**src/rtl/tg_pkg.sv**
```systemverilog
package tg_pkg;

    typedef enum logic {
        FIELD_EVEN = 1'b0,
        FIELD_ODD  = 1'b1
    } field_e;

    // Line limit of the current field: the even field of an interlaced scan is one line shorter.
    function automatic logic last_line_short(input logic ilace, input field_e fld);
        return ilace && (fld == FIELD_EVEN);
    endfunction

endpackage

```
**src/rtl/tg_sync.sv**
```systemverilog
module tg_sync #(
    parameter int STAGES = 2
) (
    input  logic clk,
    input  logic rst_n,
    input  logic async_in,
    output logic run,
    output logic start_pulse
);
    typedef struct packed {
        logic [STAGES-1:0] chain;
        logic              run;
        logic              pulse;
    } sync_t;

    sync_t st_d, st_q;

    always_comb begin
        st_d       = st_q;
        st_d.chain = {st_q.chain[STAGES-2:0], async_in};
        st_d.run   = st_q.chain[STAGES-1];
        st_d.pulse = st_q.chain[STAGES-1] & ~st_q.run;
    end

    always_ff @(posedge clk or negedge rst_n) begin
        if (!rst_n) begin
            st_q <= '0;
        end else begin
            st_q <= st_d;
        end
    end

    assign run         = st_q.run;
    assign start_pulse = st_q.pulse;

endmodule

```
**src/rtl/tg_counter.sv**
```systemverilog
module tg_counter
    import tg_pkg::*;
#(
    parameter int HW = 12,
    parameter int VW = 11
) (
    input  logic          clk,
    input  logic          rst_n,
    input  logic          run,
    input  logic          ilace,
    input  logic [HW-1:0] h_total,
    input  logic [VW-1:0] v_total,
    output logic [HW-1:0] h_cnt,
    output logic [VW-1:0] v_cnt,
    output field_e        field
);
    typedef struct packed {
        logic [HW-1:0] h;
        logic [VW-1:0] v;
        field_e        fld;
    } cnt_t;

    cnt_t          st_d, st_q;
    logic [VW-1:0] v_last;

    always_comb begin
        st_d   = st_q;
        v_last = last_line_short(ilace, st_q.fld) ? v_total - 1'b1 : v_total;
        if (!run) begin
            st_d.h   = '0;
            st_d.v   = v_total;
            st_d.fld = ilace ? FIELD_ODD : FIELD_EVEN;
        end else if (st_q.h >= h_total) begin
            st_d.h = '0;
            if (st_q.v >= v_last) begin
                st_d.v = '0;
                if (ilace) begin
                    st_d.fld = field_e'(~st_q.fld);
                end
            end else begin
                st_d.v = st_q.v + 1'b1;
            end
        end else begin
            st_d.h = st_q.h + 1'b1;
        end
    end

    always_ff @(posedge clk or negedge rst_n) begin
        if (!rst_n) begin
            st_q <= '{h: '0, v: '0, fld: FIELD_EVEN};
        end else begin
            st_q <= st_d;
        end
    end

    assign h_cnt = st_q.h;
    assign v_cnt = st_q.v;
    assign field = st_q.fld;

endmodule

```
**src/rtl/tg_decode.sv**
```systemverilog
module tg_decode
    import tg_pkg::*;
#(
    parameter int HW = 12,
    parameter int VW = 11
) (
    input  logic          run,
    input  logic          ilace,
    input  field_e        field,
    input  logic [HW-1:0] h_cnt,
    input  logic [VW-1:0] v_cnt,
    input  logic [HW-1:0] h_total,
    input  logic [HW-1:0] h_active,
    input  logic [HW-1:0] hs_start,
    input  logic [HW-1:0] hs_stop,
    input  logic [VW-1:0] v_active,
    input  logic [VW-1:0] vs_first_line,
    input  logic [VW-1:0] vs_last_line,
    input  logic [HW-1:0] odd_beg,
    input  logic [HW-1:0] odd_end,
    input  logic [HW-1:0] even_beg,
    input  logic [HW-1:0] even_end,
    output logic          hsync,
    output logic          vsync,
    output logic          blank
);
    logic [HW-1:0] beg_px, end_px;
    logic          past_begin, before_end;

    always_comb begin
        if (ilace) begin
            beg_px = (field == FIELD_ODD) ? odd_beg : even_beg;
            end_px = (field == FIELD_ODD) ? odd_end : even_end;
        end else begin
            beg_px = '0;
            end_px = h_total;
        end
        past_begin = (v_cnt > vs_first_line) || ((v_cnt == vs_first_line) && (h_cnt >= beg_px));
        before_end = (v_cnt < vs_last_line)  || ((v_cnt == vs_last_line)  && (h_cnt <= end_px));
        vsync      = run && past_begin && before_end;
        hsync      = run && (h_cnt >= hs_start) && (h_cnt <= hs_stop);
        blank      = !run || (h_cnt >= h_active) || (v_cnt >= v_active);
    end

endmodule

```
**src/rtl/scan_timing_gen.sv**
```systemverilog
module scan_timing_gen
    import tg_pkg::*;
#(
    parameter int HW          = 12,
    parameter int VW          = 11,
    parameter int SYNC_STAGES = 2
) (
    input  logic          clk,
    input  logic          rst_n,
    input  logic          run_async,
    input  logic          ilace_en,
    input  logic [HW-1:0] h_total,
    input  logic [HW-1:0] h_active,
    input  logic [HW-1:0] hs_start,
    input  logic [HW-1:0] hs_stop,
    input  logic [VW-1:0] v_total,
    input  logic [VW-1:0] v_active,
    input  logic [VW-1:0] vs_first_line,
    input  logic [VW-1:0] vs_last_line,
    input  logic [HW-1:0] odd_vs_beg_px,
    input  logic [HW-1:0] odd_vs_end_px,
    input  logic [HW-1:0] even_vs_beg_px,
    input  logic [HW-1:0] even_vs_end_px,
    output logic [HW-1:0] h_cnt,
    output logic [VW-1:0] v_cnt,
    output logic          field_odd,
    output logic          hsync,
    output logic          vsync,
    output logic          blank,
    output logic          pipe_rst
);
    logic   run_w;
    field_e fld_w;

    tg_sync #(.STAGES(SYNC_STAGES)) sync_i (
        .clk        (clk),
        .rst_n      (rst_n),
        .async_in   (run_async),
        .run        (run_w),
        .start_pulse(pipe_rst)
    );

    tg_counter #(.HW(HW), .VW(VW)) cnt_i (
        .clk    (clk),
        .rst_n  (rst_n),
        .run    (run_w),
        .ilace  (ilace_en),
        .h_total(h_total),
        .v_total(v_total),
        .h_cnt  (h_cnt),
        .v_cnt  (v_cnt),
        .field  (fld_w)
    );

    tg_decode #(.HW(HW), .VW(VW)) dec_i (
        .run          (run_w),
        .ilace        (ilace_en),
        .field        (fld_w),
        .h_cnt        (h_cnt),
        .v_cnt        (v_cnt),
        .h_total      (h_total),
        .h_active     (h_active),
        .hs_start     (hs_start),
        .hs_stop      (hs_stop),
        .v_active     (v_active),
        .vs_first_line(vs_first_line),
        .vs_last_line (vs_last_line),
        .odd_beg      (odd_vs_beg_px),
        .odd_end      (odd_vs_end_px),
        .even_beg     (even_vs_beg_px),
        .even_end     (even_vs_end_px),
        .hsync        (hsync),
        .vsync        (vsync),
        .blank        (blank)
    );

    assign field_odd = (fld_w == FIELD_ODD);

endmodule

```
**config.mk**
```make
export PLATFORM = sky130hd
export DESIGN_NAME = scan_timing_gen
export DESIGN_NICKNAME = d
export VERILOG_FILES = /design/src/rtl/tg_pkg.sv /design/src/rtl/tg_sync.sv /design/src/rtl/tg_counter.sv /design/src/rtl/tg_decode.sv /design/src/rtl/scan_timing_gen.sv
export SDC_FILE = /design/constraint.sdc
export NUM_CORES = 1
export LEC_CHECK = 0
export BUFFER_PORTS_ARGS = -buffer_cell sky130_fd_sc_hd__buf_4
export CAP_MARGIN = 40
export CORE_AREA = 5 5 75 146
export CTS_BUF_LIST = sky130_fd_sc_hd__clkbuf_4
export DETAILED_ROUTE_END_ITERATION = 10
export DIE_AREA = 0 0 80 151
export PLACE_DENSITY = 0.83
export REMOVE_ABC_BUFFERS = 1
export SLEW_MARGIN = 20
export SYNTH_ARGS = -nofsm -noshare
export SYNTH_HDL_FRONTEND = slang
export SYNTH_SLANG_ARGS = --single-unit
```
**constraint.sdc**
```tcl
create_clock -name clk -period 6.29 [get_ports clk]
set_input_delay 0.3145 -clock clk [delete_from_list [all_inputs] [get_ports clk]]
set_output_delay 0.3145 -clock clk [all_outputs]
set_load 0.03 [all_outputs]
```
---- Yosys cells after proc, flatten, opt, wreduce, memory -nomap -nowiden ----
Cells that the tools add are included.
cells by class
  add/subtract/negate cells ............... 3
  order comparisons ....................... 10
  equality and inequality tests ........... 5
  mux-type cells .......................... 12
  bitwise gates (word level) .............. 3
  reductions and logical operators ........ 13
operators with widths
  operator                                               number
  2-to-1 mux 12 bit                                      6
  greater-or-equal comparator 12 bit                     4
  <= comparator 12 bit                                   2
  2-to-1 mux 24 bit                                      1
  equality test 11 bit                                   2
  greater-or-equal comparator 11 bit                     2
  2-to-1 mux 11 bit                                      2
  adder 12 x 1 -> 12 bit, second input constant          1
  adder 11 x 1 -> 11 bit, second input constant          1
  > comparator 11 bit                                    1
  < comparator 11 bit                                    1
  subtractor 11 x 1 -> 11 bit, second input constant     1
  logical AND 1 bit                                      7
  logical OR 1 bit                                       4
  inequality test 2 x 1 -> 1 bit, second input constant  2
  2-to-1 mux 1 bit                                       3
  AND reduction 3 bit                                    1
  inequality test 2 bit, second input constant           1
  NOT 1 bit                                              2
  AND 1 bit                                              1
  logical NOT 1 bit                                      1
word-level totals
  register bits ........................... 28
  bits of input ports ..................... 144
  output and inout port bits .............. 28
  word-level logic and storage cells ...... 52

---- Depth between registers and ports, before layout ----
  depth after elaboration ................. 7
  gate-level depth with buffers ........... 14
  mapped depth without buffers ............ 13

---- Hierarchy ----
A second synthesis with hierarchy kept.
second synthesis, totals
  cell total of the unflattened synthesis .. 589
  area total of the unflattened synthesis .. 4737.0 um2
by module, submodules not included
  module      times used  cells an instance  area each (um2)  seq. area each (um2)
  tg_decode   1           357                2613.8           0.0
  tg_counter  1           227                2009.4           600.6
  tg_sync     1           5                  113.9            100.1

---- Worst setup path before layout ----
No wires, ideal clock.
  path type ............................... reg-to-output
  start ................................... register cnt_i.st_q, in the netlist cnt_i.field
  end ..................................... output vsync
  arrival time ............................ 3.411 ns
  required time ........................... 5.975 ns
  setup slack ............................. 2.565 ns
  cell stages (with the launch flop) ...... 13
  path buffers ............................ 2
  cell sequence ........................... dfrtp_1 > buf_2 > buf_1 > mux2i_1 > nand2_1 > o21ai_0 > ha_1 > a211oi_2 > o21bai_1 > a2111oi_2 > a21oi_1 > or4_1 > a21oi_1
on the way
  cells in the longest elaborated chain, start to end .. 7
  elaborated cells between the ends (all ways) .. 12
  those cells by class .................... order compare: 2; mux: 4; reduce/logical: 6
RTL lines
  element                             RTL line               source
  start: declaration                  tg_counter.sv:23       cnt_t st_d, st_q;
  start signal: assignment            tg_counter.sv:50       st_q <= '{h: '0, v: '0, fld: FIELD_EVEN};
  start signal: assignment            tg_counter.sv:52       st_q <= st_d;
  2-to-1 mux 12 bit                   tg_decode.sv:32        beg_px = (field == FIELD_ODD) ? odd_beg : even_beg;
  2-to-1 mux 12 bit                   tg_decode.sv:31        if (ilace) begin
  greater-or-equal comparator 12 bit  tg_decode.sv:38        past_begin = (v_cnt > vs_first_line) || ((v_cnt == vs_first_line) && (h_cnt >= beg_px));
  logical AND 1 bit                   tg_decode.sv:38
  logical OR 1 bit                    tg_decode.sv:38
  logical AND 1 bit                   tg_decode.sv:40        vsync = run && past_begin && before_end;
  logical AND 1 bit (*)               tg_decode.sv:40
  end: declaration                    scan_timing_gen.sv:28  output logic vsync,
Every way passes the cells marked *; elsewhere a longest branch is shown, timed or not.

---- Worst setup path after layout ----
Ends and elaborated chain as after synthesis.

==> flow_summary_export.csv <==
group,metric,value,unit
floorplan,initial_core_util,48.62,%
synthesis,synth_most_common_cell,"ha_1",
final_layout,multi_input_area,3627,um2
route,wirelength,15680,um
route,drc,0,
route,dr.pass1.iters,5,
final_layout,layoutNonFillerInstCount,876,
cts,clk_pin_slew,150,ps
timing,finalCritPeriodShare,63.13,%
final_layout,seqCellArea,700.7,um2
floorplan,dieWidth,80,um
placed_design,portBuffers,171,
route,via_per_inst,5.844,
floorplan,rows,51,
timing,hold_viol_final,0,
synthesis,ys_top_cells_by_area,"ha_1 32%, dfrtp_1 15%, inv_1 6.8%, o21ai_0 3.8%, a21oi_1 3.6%",
final_layout,final.fill_count,872,
worst_setup_path,path_buf_inv,2,
synthesis,ys_warn_count,0,
power_and_ir_drop,pwr_density_cell,132.9,nW/um2
worst_setup_path,cp.required,5980,ps
timing,relSlewSlack,45.38,%
synthesis,synth_edf_count,0,
cts,numCtsBuffers,3,
floorplan,die-area,12080,um2
floorplan,die_h,151,um
worst_setup_path,cpMaxStageDelayCell,"dfrtp_1",
cts,clockRootBuffer,"clkbuf_4",
global_route,grt_pass1_wl,24620,um
worst_setup_path,cp_top_family,"compound AO/OA/AOI/OAI gates",
synthesis,synth_top_cell_by_area,"ha_1",
synthesis,synth_area,4716,um2
synthesis,synth_cell_types,56,
global_route,grt_start_max_net_pins,42,
route,vias,5119,
synthesis,synth_cells,580,
global_route,track_usage,25.52,%
synthesis,synth_ff_type,"dfrtp_1",
floorplan,io_pins,172,
worst_setup_path,critPathLaunchType,"register",
route,avgRoutedWirePerCell,17.90,um
worst_hold_path,hold_class,"in2reg",
cts,htreeDepth,1,
power_and_ir_drop,vdd_drop_max,0.07276,mV
flow_run,max_cap_violations,0,
synthesis,synth-seq-cells,28,
final_layout,antenna_cells,0,
placed_design,place_inst,872,
synthesis,synth_common_cells,"119 x ha_1, 86 x inv_1, 37 x nand2_1, 36 x o21ai_0, 34 x a21oi_1",
placed_design,dp_hpwl,13140,um
worst_setup_path,cp_cell_sequence,"buf_4 > mux2i_1 > nand2_1 > o21ai_0 > ha_1 > a211oi_2 > o21bai_1 > a2111oi_2 > a21oi_1 > or4_1 > a21oi_1 > buf_4",
final_layout,nets,1009,
worst_setup_path,worstPathArrival,3660,ps
cts,cts.sinks,28,
placed_design,gp_congestion,0.8627,
timing,final-setup-viol-count,0,
route,ant_nets,0,
synthesis,avgSynthCellArea,8.131,um2
cts,cts_tree,"done",
timing,worst_pin_slew,817.4,ps
cts,postCtsSetupBuffers,0,
global_route,first_global_vias,5574,
worst_setup_path,critPathKind,"reg2out",
timing,skew,4.528,ps
timing,fin_setup_tns,0,ps
global_route,antenna_found_initial,0,
final_layout,area_growth,30.35,%
worst_setup_path,crit_path_end_kind,"primary output",
timing,period_minus_slack,3971,ps
worst_setup_path,critPathMaxFanout,15,
final_layout,drive_above_1_share,26.48,%
route,drt_iter0_markers,282,
cts,clk_latency,330,ps
global_route,overflow,0,
synthesis,ys_seq_area_share,14.86,%
run_status,status,"finished, final reports clean",
power_and_ir_drop,power_leakage,3.422,nW
worst_setup_path,max_stage_delay,730,ps
floorplan,core-area,9699,um2
synthesis,netlist.area_leader.share,31.57,%
cts,ctsLongestPathBuffers,2,
timing,slew_violations,0,
timing,rsz0062_at_grt,"no",
synthesis,synthArstFlopShare,100.0,%
timing,clock.fmax,251.8,MHz
## through the flow
stage | instance area [um2] | power [mW] | utilization [%] | hold slack, ps | worst slack, ps
final | 6147 | 0.8169 | 63.38 | 75.54 | 2319
after detailed placement | 6115 | 0.7408 | 63.04 | 256.8 | 2721
after floorplan | 4651 | 0.5320 | - | 18.91 | 2588
after global routing | 6147 | 0.8796 | 63.38 | 73.76 | 2074
after CTS | 6147 | 0.8163 | 63.38 | 74.99 | 2332
after global placement | 6115 | 0.7118 | 63.04 | 248.7 | 2808
## timing repair
action | CTS | global route
gates resized for setup | 0 | 0
hold endpoints to repair | 28 | 0
hold buffers | 1 | 0
## worst reg2reg max path, cell delays in order (launching register included)
cell      delay, ps
dfrtp_1         610
nand3b_1        290
or2_2           330
nor4_1          290
xnor2_1         130
ha_1            300
and3_1          180
a221o_1         150
a41oi_1          60
o21ai_2         570
o21ai_0         200
a221o_1         330
## sequential cells by signal, indices dropped and copies added, names as in the netlist
| signal | cells |
|---|---|
| cnt_i.field | 1 |
| sync_i.start_pulse | 1 |
| sync_i.run | 1 |
| cnt_i.v_cnt | 11 |
| cnt_i.h_cnt | 12 |
| sync_i.st_d | 2 |
## cell families after synthesis
group	count (synthesis)	share of synthesized area, %
fa+ha+maj	119	31.57
simple gates	157	17.80
xor+xnor	18	3.343
flops	28	14.86
compound gates	135	18.81
mux	24	5.386
buf+inv	99	8.225
## report_power, final
| part | switching (mW) | internal, mW | total [mW] | leakage (nW) |
|---|---|---|---|---|
| Sequential | 0.0649 | 0.196 | 0.261 | 0.352 |
| Clock | 0.0536 | 0.0226 | 0.0762 | 0.0138 |
| Combinational | 0.240 | 0.240 | 0.480 | 3.06 |
| Total | 0.359 | 0.458 | 0.817 | 3.42 |
## routing by layer
| layer | track usage (%) | wire [um] | up-vias |
|---|---|---|---|
| met5 | 0 | 0 | - |
| met1 | 24.05 | 5179 | 2374 |
| met2 | 49.34 | 8351 | 235 |
| met4 | 16.58 | 1054 | 0 |
| li1 | - | - | 2433 |
| met3 | 3.393 | 1093 | 77 |
## layout by cell type, fill, tap and decap left out, types with 3 or more instances in the layout
master / instances
xnor2_1: 10
o2111ai_1: 4
nand2b_1: 5
and4_1: 3
ha_1: 119
and2_1: 4
mux2_2: 11
nor3_1: 6
clkbuf_4: 3
o21a_1: 3
a2111oi_0: 3
nor2_1: 26
a211oi_1: 10
nand2_1: 37
nor2b_1: 13
xor2_1: 8
nand4_1: 14
nand3_1: 21
buf_4: 173
and3_1: 9
mux2i_1: 13
o21ai_0: 36
o211ai_1: 4
nor4_1: 4
inv_1: 86
a221o_1: 6
a21oi_1: 34
a21o_1: 16
o221ai_1: 5
dfrtp_1: 28
## worst paths after layout
check                          startpoint              to  slack [ps]  depth (start not counted)
hold / removal                  run_async  sync_i.st_d[3]          80                          1
setup reg to reg              cnt_i.field  cnt_i.v_cnt[3]        2750                         11
min in group asynchronous           rst_n  cnt_i.v_cnt[3]         410                          2
setup / recovery              cnt_i.field           vsync        2320                         12
hold reg to reg            sync_i.st_d[3]  sync_i.st_d[1]         370                          0
max in group asynchronous           rst_n  cnt_i.h_cnt[4]        5610                          2
## layout make-up
type / count / area share, %
multi-input cells: 453 / 59.01
repair buffers: 174 / 21.29
flip-flops and latches: 28 / 11.40
inverters: 86 / 5.251
well taps: 132 / 2.687
clock buffers: 3 / 0.3664
No activity file was read; power rests on OpenSTA's default activity.
